## src/rtl/gpio_pkg.sv

```systemverilog
package gpio_pkg;

    localparam int DATA_W = 32;

    // word addresses of the port registers
    localparam int unsigned ADR_OUT    = 0;
    localparam int unsigned ADR_OUTSET = 1;
    localparam int unsigned ADR_OUTCLR = 2;
    localparam int unsigned ADR_IN     = 3;
    localparam int unsigned ADR_DIR    = 4;
    localparam int unsigned ADR_DIRSET = 5;
    localparam int unsigned ADR_DIRCLR = 6;

    typedef enum logic [1:0] {
        PULL_NONE = 2'b00,
        PULL_DOWN = 2'b01,
        PULL_RSVD = 2'b10,
        PULL_UP   = 2'b11
    } pull_e;

    typedef struct packed {
        pull_e pull;
        logic  disc;
    } pin_cfg_t;

    localparam pin_cfg_t CFG_RST = '{pull: PULL_NONE, disc: 1'b1};

    typedef enum logic [1:0] {
        OP_LOAD,
        OP_SET,
        OP_CLR
    } wr_op_e;

    typedef struct packed {
        logic   hit;
        wr_op_e op;
    } wr_req_t;

    // pick the update operation from the offset inside a three-word group
    function automatic wr_op_e op_of(input int unsigned rel);
        case (rel)
            1:       return OP_SET;
            2:       return OP_CLR;
            default: return OP_LOAD;
        endcase
    endfunction

endpackage

```

## src/rtl/gpio_setclr_reg.sv

```systemverilog
module gpio_setclr_reg
    import gpio_pkg::*;
#(
    parameter int W = 32
) (
    input  logic          clk,
    input  logic          rst,
    input  wr_req_t       req,
    input  logic [W-1:0]  wdata,
    input  logic [W-1:0]  bit_we,
    input  logic [W-1:0]  bit_val,
    output logic [W-1:0]  q
);

    always_ff @(posedge clk) begin
        if (rst) begin
            q <= '0;
        end else if (req.hit) begin
            case (req.op)
                OP_SET:  q <= q | wdata;
                OP_CLR:  q <= q & ~wdata;
                default: q <= wdata;
            endcase
        end else begin
            q <= (q & ~bit_we) | (bit_val & bit_we);
        end
    end

endmodule

```

## src/rtl/gpio_pin_ctrl.sv

```systemverilog
module gpio_pin_ctrl
    import gpio_pkg::*;
(
    input  logic        clk,
    input  logic        rst,
    input  logic        cfg_we,
    input  logic [3:0]  cfg_wd,
    input  logic        dir,
    input  logic        out,
    input  logic        ext_drive,
    input  logic        ext_level,
    output logic [3:0]  cfg_rd,
    output logic        disc,
    output logic        in_bit
);

    pin_cfg_t cfg_q;
    logic     lvl_q;
    logic     lvl_d;

    always_comb begin
        if (dir) begin
            lvl_d = out;
        end else if (ext_drive) begin
            lvl_d = ext_level;
        end else begin
            case (cfg_q.pull)
                PULL_UP:   lvl_d = 1'b1;
                PULL_DOWN: lvl_d = 1'b0;
                default:   lvl_d = lvl_q;
            endcase
        end
    end

    always_ff @(posedge clk) begin
        if (rst) begin
            cfg_q <= CFG_RST;
            lvl_q <= 1'b0;
        end else begin
            if (cfg_we) begin
                cfg_q <= '{pull: pull_e'(cfg_wd[3:2]), disc: cfg_wd[1]};
            end
            lvl_q <= lvl_d;
        end
    end

    assign disc   = cfg_q.disc;
    assign in_bit = lvl_q & ~cfg_q.disc;
    assign cfg_rd = {cfg_q.pull, cfg_q.disc, dir};

endmodule

```

## src/rtl/gpio_port.sv

```systemverilog
module gpio_port
    import gpio_pkg::*;
#(
    parameter int NPINS    = 32,
    parameter int AW       = 6,
    parameter int CFG_BASE = 32
) (
    input  logic              clk,
    input  logic              rst,
    input  logic              bus_sel,
    input  logic              bus_wr,
    input  logic [AW-1:0]     bus_addr,
    input  logic [DATA_W-1:0] bus_wdata,
    output logic [DATA_W-1:0] bus_rdata,
    input  logic [NPINS-1:0]  ext_drive,
    input  logic [NPINS-1:0]  ext_level,
    output logic [NPINS-1:0]  pin_out,
    output logic [NPINS-1:0]  pin_oe,
    output logic [NPINS-1:0]  short_err
);

    localparam int PIDX_W = $clog2(NPINS);

    logic             wr;
    logic             cfg_hit;
    logic [AW-1:0]    cfg_idx;
    wr_req_t          out_req;
    wr_req_t          dir_req;
    logic [NPINS-1:0] out_q;
    logic [NPINS-1:0] dir_q;
    logic [NPINS-1:0] cfg_we;
    logic [NPINS-1:0] dir_bval;
    logic [NPINS-1:0] in_vec;
    logic [NPINS-1:0] disc_vec;
    logic [3:0]       cfg_rd [NPINS];

    assign wr      = bus_sel & bus_wr;
    assign cfg_idx = bus_addr - AW'(CFG_BASE);
    assign cfg_hit = (bus_addr >= AW'(CFG_BASE)) && (cfg_idx < AW'(NPINS));

    always_comb begin
        out_req.hit = wr && (bus_addr >= AW'(ADR_OUT)) && (bus_addr <= AW'(ADR_OUTCLR));
        out_req.op  = op_of(32'(bus_addr) - ADR_OUT);
        dir_req.hit = wr && (bus_addr >= AW'(ADR_DIR)) && (bus_addr <= AW'(ADR_DIRCLR));
        dir_req.op  = op_of(32'(bus_addr) - ADR_DIR);
    end

    gpio_setclr_reg #(.W(NPINS)) u_out (
        .clk     (clk),
        .rst     (rst),
        .req     (out_req),
        .wdata   (bus_wdata[NPINS-1:0]),
        .bit_we  ('0),
        .bit_val ('0),
        .q       (out_q)
    );

    gpio_setclr_reg #(.W(NPINS)) u_dir (
        .clk     (clk),
        .rst     (rst),
        .req     (dir_req),
        .wdata   (bus_wdata[NPINS-1:0]),
        .bit_we  (cfg_we),
        .bit_val (dir_bval),
        .q       (dir_q)
    );

    for (genvar g = 0; g < NPINS; g++) begin : g_pin
        assign cfg_we[g]   = wr && cfg_hit && (cfg_idx == AW'(g));
        assign dir_bval[g] = bus_wdata[0];

        gpio_pin_ctrl u_pin (
            .clk       (clk),
            .rst       (rst),
            .cfg_we    (cfg_we[g]),
            .cfg_wd    (bus_wdata[3:0]),
            .dir       (dir_q[g]),
            .out       (out_q[g]),
            .ext_drive (ext_drive[g]),
            .ext_level (ext_level[g]),
            .cfg_rd    (cfg_rd[g]),
            .disc      (disc_vec[g]),
            .in_bit    (in_vec[g])
        );
    end

    always_comb begin
        bus_rdata = '0;
        if (cfg_hit) begin
            bus_rdata = DATA_W'(cfg_rd[cfg_idx[PIDX_W-1:0]]);
        end else begin
            case (32'(bus_addr))
                ADR_OUT, ADR_OUTSET, ADR_OUTCLR: bus_rdata = DATA_W'(out_q);
                ADR_IN:                          bus_rdata = DATA_W'(in_vec);
                ADR_DIR, ADR_DIRSET, ADR_DIRCLR: bus_rdata = DATA_W'(dir_q);
                default:                         bus_rdata = '0;
            endcase
        end
    end

    assign pin_out   = out_q;
    assign pin_oe    = dir_q;
    assign short_err = dir_q & ext_drive;

endmodule

```

## config.mk

```make
export PLATFORM = sky130hd
export DESIGN_NAME = gpio_port
export DESIGN_NICKNAME = d
export VERILOG_FILES = /design/src/rtl/gpio_pkg.sv /design/src/rtl/gpio_setclr_reg.sv /design/src/rtl/gpio_pin_ctrl.sv /design/src/rtl/gpio_port.sv
export SDC_FILE = /design/constraint.sdc
export NUM_CORES = 1
export LEC_CHECK = 0
export BUFFER_PORTS_ARGS = -buffer_cell sky130_fd_sc_hd__buf_2
export CAP_MARGIN = 20
export CORE_ASPECT_RATIO = 1.4
export CORE_MARGIN = 1
export CORE_UTILIZATION = 40
export CTS_BUF_LIST = sky130_fd_sc_hd__clkbuf_8
export CTS_CLUSTER_SIZE = 40
export DETAILED_ROUTE_END_ITERATION = 10
export HOLD_SLACK_MARGIN = 0.08
export PLACE_DENSITY_LB_ADDON = 0.05
export SYNTH_ARGS = -nofsm -noshare
export SYNTH_HDL_FRONTEND = slang
export SYNTH_SLANG_ARGS = --single-unit
```

## constraint.sdc

```tcl
create_clock -name clk -period 2.55 [get_ports clk]
set_input_delay 0.3825 -clock clk [delete_from_list [all_inputs] [get_ports clk]]
set_output_delay 0.3825 -clock clk [all_outputs]
set_load 0.02 [all_outputs]
```

# == Word level (Yosys, flattened, before mapping) ==
# Index checks and enable logic that the tools add are counted.
# op_classes
n_addsub,2
mul,0
div_mod_pow,0
n_lt_le_gt_ge,7
n_eq_ne,107
shift,0
mux,106
n_bitwise,76
n_reduce_logical,74
# op_table
cell,count
32-bit AND,5
32-bit case mux with 2 select lines,2
4-bit nonzero test,32
6-bit by 5-bit == test with 1-bit output (second input constant),16
32-bit bitwise OR,3
32-bit case mux with 3 select lines,1
2-bit by 1-bit == test with 1-bit output (second input constant),34
2-bit == test (second input constant),34
1-bit 2-to-1 mux,64
32-bit 2-to-1 mux,2
32-bit inverter,2
1-bit case mux with 2 select lines,32
6-bit by 4-bit == test with 1-bit output (second input constant),8
6-bit by 3-bit == test with 1-bit output (second input constant),7
1-bit logical AND,38
1-bit AND,33
32-bit by 1-bit == test with 1-bit output (second input constant),1
32-bit by 2-bit == test with 1-bit output (second input constant),1
1-bit inverter,32
6-bit by 2-bit == test with 1-bit output (second input constant),4
4-bit binary-select mux with 5-bit select,1
6-bit by 1-bit == test with 1-bit output (second input constant),2
6-bit greater-or-equal comparator (second input constant),2
6-bit logical NOT,2
11 further kinds,14
# totals
regBits,192
latch_bits,0
ram_bits,0
romBits,0
inputBits,106
output_inout_bits,128
wordCells,470
n_memories,0

# == Longest topological paths before layout ==
# depth
ltp_word,9
mapped_depth,13
mapped_depth_nobuf,9

# == Hierarchy ==
# Synthesis repeated with hierarchy kept, for this count alone.
# hier_totals
cells_unflattened,1373
hier_area_um2,12971.2
# by_module_without_submodules
mod,n_inst,cells_per_inst,area_each_um2,seq_area_each_um2
gpio_pin_ctrl,32,18,183.9,80.1
gpio_setclr_reg,2,249,2448.6,640.6
gpio_port,1,299,2188.3,0.0

# == Worst setup path after synthesis ==
# No wires, ideal clock.
# synth_path
kind,input-to-reg
from,input bus_addr[1]
to,register u_out.q[14]
setup_ns,0.086
t_arrival_ns,2.599
required_time_ns,2.464
setup_slack_ns,-0.134
stages,11
n_path_buf,5
path_cell_list,clkbuf_1 buf_2 nor2b_1 clkbuf_1 nand2_1 ha_1 clkbuf_1 buf_1 a211oi_1 a21o_1 a211oi_1
# synth_between
elab_chain_len,4
elab_cells_between_ends,10
classes_between,2 x order compare; 4 x eq/ne; 2 x mux; 2 x reduce/logical
# synth_lines
item,line_no,text
"start, declared",gpio_port.sv:12,"input logic [AW-1:0] bus_addr,"
6-bit by 2-bit == test with 1-bit output / 6-bit by 1-bit == test with 1-bit output (equally long branches),gpio_pkg.sv:41,case (rel)
2-bit case mux with 2 select lines,gpio_pkg.sv:41,
2-bit == test / 2-bit by 1-bit == test with 1-bit output (equally long branches),gpio_setclr_reg.sv:19,case (req.op)
32-bit case mux with 2 select lines,gpio_setclr_reg.sv:19,
"end signal, assigned",gpio_setclr_reg.sv:20,OP_SET: q <= q | wdata;
"end signal, assigned",gpio_setclr_reg.sv:21,OP_CLR: q <= q & ~wdata;
"end signal, assigned",gpio_setclr_reg.sv:22,default: q <= wdata;
"end, declared",gpio_setclr_reg.sv:12,output logic [W-1:0] q
# Parallel ways exist; a longest one is shown, timed or not.
# A chain may end at the register's enable or synchronous reset.

# == Final worst setup path ==
# layout_path
from,input bus_addr[1]
to,output bus_rdata[0]
# layout_between
elab_chain_len,6
elab_cells_between_ends,19
classes_between,1 x add/sub; 2 x order compare; 6 x eq/ne; 5 x mux; 1 x bitwise; 4 x reduce/logical
# layout_lines
item,line_no,text
6-bit subtractor,gpio_port.sv:38,assign cfg_idx = bus_addr - AW'(CFG_BASE);
5-bit inverter with 6-bit output (implied by the code),gpio_port.sv:90,bus_rdata = DATA_W'(cfg_rd[cfg_idx[PIDX_W-1:0]]);
4-bit binary-select mux with 5-bit select,gpio_port.sv:90,
4-bit 2-to-1 mux (implied by the code) (2 in series),gpio_port.sv:90,
32-bit 2-to-1 mux *,gpio_port.sv:89,if (cfg_hit) begin
"end, declared",gpio_port.sv:14,"output logic [DATA_W-1:0] bus_rdata,"
# Every way passes the cells marked *; elsewhere a longest branch is shown, timed or not. The select of a mux whose other input is x is not followed.

==> impl_metrics.env <==
export IMPL_powerDensity_nw_per_um2=420
export IMPL_cts_sinks=192
export IMPL_final_antenna_net_count=0
export IMPL_clk_root_buffer_cell="clkbuf_8"
export IMPL_total_power_mw=6.11
export IMPL_drtIter0Drc=598
export IMPL_slew_viol_final=0
export IMPL_yosysSeqAreaShare=0.326
export IMPL_power_leakage_nw=5.90
export IMPL_r2r_start="g_pin[11].u_pin.cfg_rd[2]"
export IMPL_fmax_mhz=385
export IMPL_track_usage=0.280
export IMPL_synthCells=1485
export IMPL_portBuffers=233
export IMPL_synth_warnings=0
export IMPL_clock_latency_ns=0.49
export IMPL_n_antenna_cell=0
export IMPL_syn_nets=1595
export IMPL_drive_gt1_frac=0.289
export IMPL_die_x_um=147
export IMPL_layoutNonFillerInstCount=2080
export IMPL_first_global_vias=10800
export IMPL_ys_flop_type="dfxtp_1"
export IMPL_num_rows=74
export IMPL_synthTopCellsByArea="dfxtp_1 33%, mux2i_1 14%, a21oi_1 6.1%"
export IMPL_hold_path_depth=3
export IMPL_failed_checks="negative setup slack"
export IMPL_drc_errors=0
export IMPL_grt_max_degree=85
export IMPL_status="complete, but fails checks"
export IMPL_worstSetupEndpointType="primary output"
export IMPL_hold_class="input port to flop"
export IMPL_synth_area_um2=11800
export IMPL_period_needed_ns=2.60
export IMPL_layout_nets=1797
export IMPL_vias_per_cell=5.54
export IMPL_wl_per_cell_um=20.4
export IMPL_rrSetupSlack_ns=1.33
export IMPL_skew_ns=0.0148
export IMPL_synth_edf_count=0
export IMPL_critPathKind="input port to primary output"
export IMPL_dp_cells=2032
export IMPL_async_reset_ff_frac=0
export IMPL_ys_ff_latch=192
export IMPL_min_period_over_period=1.02
export IMPL_hpwl_um=29500
export IMPL_pin_count=234
export IMPL_first_pass_iters=5
export IMPL_r2r_end="g_pin[11].u_pin.lvl_q"
export IMPL_h_tree_depth=4
export IMPL_hold_viol=0
export IMPL_finalWirelength_um=42400
export IMPL_finalSetupViolations=2
export IMPL_overflow=0
export IMPL_worst_slew_pin_slew_ns=0.592
export IMPL_holdCritStartpoint="bus_wdata[8]"
export IMPL_path_max_fanout=13
export IMPL_critPathRequiredTime_ns=2.17
export IMPL_synth_cell_types=48
export IMPL_yosysTopAreaCellShare=0.326
export IMPL_whs_endpoint="u_out.q[8]"
export IMPL_core_area_um2=29100
export IMPL_startpoint_type="input port"
export IMPL_tns_ns=-0.0543
export IMPL_initial_core_util=0.405
export IMPL_antenna_found_initial=0
export IMPL_arrival_ns=2.22
export IMPL_ir_drop_uv=338
export IMPL_gp_congestion=0.868
export IMPL_worst_slack_ns=-0.0498
export IMPL_dr_total_vias=11500
export IMPL_syn_to_final_growth_pct=23.4
export IMPL_clock_path_buffers=2
export IMPL_grt_first_pass_wirelength_um=63700
export IMPL_synth_largest_area_cell="dfxtp_1"
export IMPL_clkTransAtPathRegs_ns=0.11
export IMPL_pre_cts_ws_ns=-0.358
export IMPL_syn_area_per_cell_um2=7.93
export IMPL_cts_tree="done"
export IMPL_max_slew_margin_rel=0.604
export IMPL_grt_setup_unrepaired="yes"
export IMPL_cap_violations=0
export IMPL_r2r_cells=5
export IMPL_fp_dieH_um=205
export IMPL_cts_inserted_buffers=17
export IMPL_die_area_um2=30100
[cells in the final DEF, fill, tap and decap left out, types with 7 or more instances in the layout]
cell type  instances
buf_2            226
nand2_1          156
nor2_1           155
mux2i_1          154
dfxtp_1          152
a21oi_1          143
buf_4            104
o21ai_0          101
a211oi_1          81
inv_1             39
nor3b_1           33
dfxtp_2           33
and2_1            32
nand3_1           32
a21o_1            32
a21boi_0          27
buf_12            20
clkbuf_8          17
a311oi_1          15
a22oi_1           12
o211ai_1           9
mux4_2             8
nor2b_1            7
dfxtp_4            7
[metrics by stage]
step / area [um2] / util / hold slack (ns)
after detailed placement: 13500 / 0.466 / 0.467
after CTS: 14400 / 0.494 / 0.182
after global routing: 14500 / 0.500 / 0.195
after global placement: 13500 / 0.466 / 0.462
after floorplan: 11800 / - / 0.446
final: 14500 / 0.500 / 0.204
[layout make-up]
type                       instances  area [um2]
clock buffer                      17         234
multi-input combinational       1075        7010
sequential                       192        3910
timing repair buffer             363        2590
tap                              380         475
fill                            2902       14500
clock inverter                    15         171
inverter                          38         143
[power breakdown]
part           internal (mW)  switching [mW]  total [mW]
logic                  0.381           0.527       0.908
registers               3.03          0.0284        3.06
clock network          0.963            1.18        2.14
total                   4.38            1.73        6.11
[synth_stat cells (all sizes together), types with 33 or more instances]
| master | instances |
|---|---|
| a211oi | 81 |
| a21oi | 144 |
| and2 | 33 |
| buf | 97 |
| clkbuf | 83 |
| dfxtp | 192 |
| inv | 38 |
| mux2i | 163 |
| nand2 | 157 |
| nand3 | 34 |
| nor2 | 158 |
| nor3b | 35 |
| o21ai | 104 |
[cells by family after synthesis]
group,share of synthesized area
buf+inv,0.0973
flops,0.326
simple gates,0.173
fa+ha+maj,0.00425
compound gates,0.239
mux,0.160
[worst max path at each step]
| stage | startpoint | to | cells past startpoint |
|---|---|---|---|
| floorplan | bus_addr[1] | flop | 12 |
| global placement | bus_addr[0] | bus_rdata[3] | 10 |
| detailed placement | bus_addr[0] | bus_rdata[3] | 10 |
| CTS | g_pin[11].u_pin.cfg_rd[2] | bus_rdata[2] | 5 |
| global route | bus_addr[1] | bus_rdata[0] | 9 |
| finish | bus_addr[1] | bus_rdata[0] | 9 |
[critical path, cell delays in order]
cell and delay, ns:
buf_2 0.17, buf_4 0.29, buf_4 0.20, nand2_1 0.08, o22ai_1 0.23, a221oi_1 0.07, o21ai_0 0.45, o31ai_2 0.15
buf_4 0.18
[metal layers]
metal | up-vias | routed length (um) | share of wire | GRT usage
met5 | - | 0 | 0 | 0
met4 | 0 | 1220 | 0.029 | 0.113
met3 | 65 | 1820 | 0.043 | 0.0354
met2 | 367 | 21600 | 0.51 | 0.500
met1 | 5474 | 17800 | 0.42 | 0.338
li1 | 5625 | - | - | -
[timing repair]
action / CTS / global route
buffers inserted: 6 / 7
gates resized for setup: 70 / 44
hold buffers: 0 / 0
gates cloned: 5 / 0
setup endpoints to repair: 29 / 4
pin swaps: 9 / 12
No activity file was read; power rests on OpenSTA's default activity.
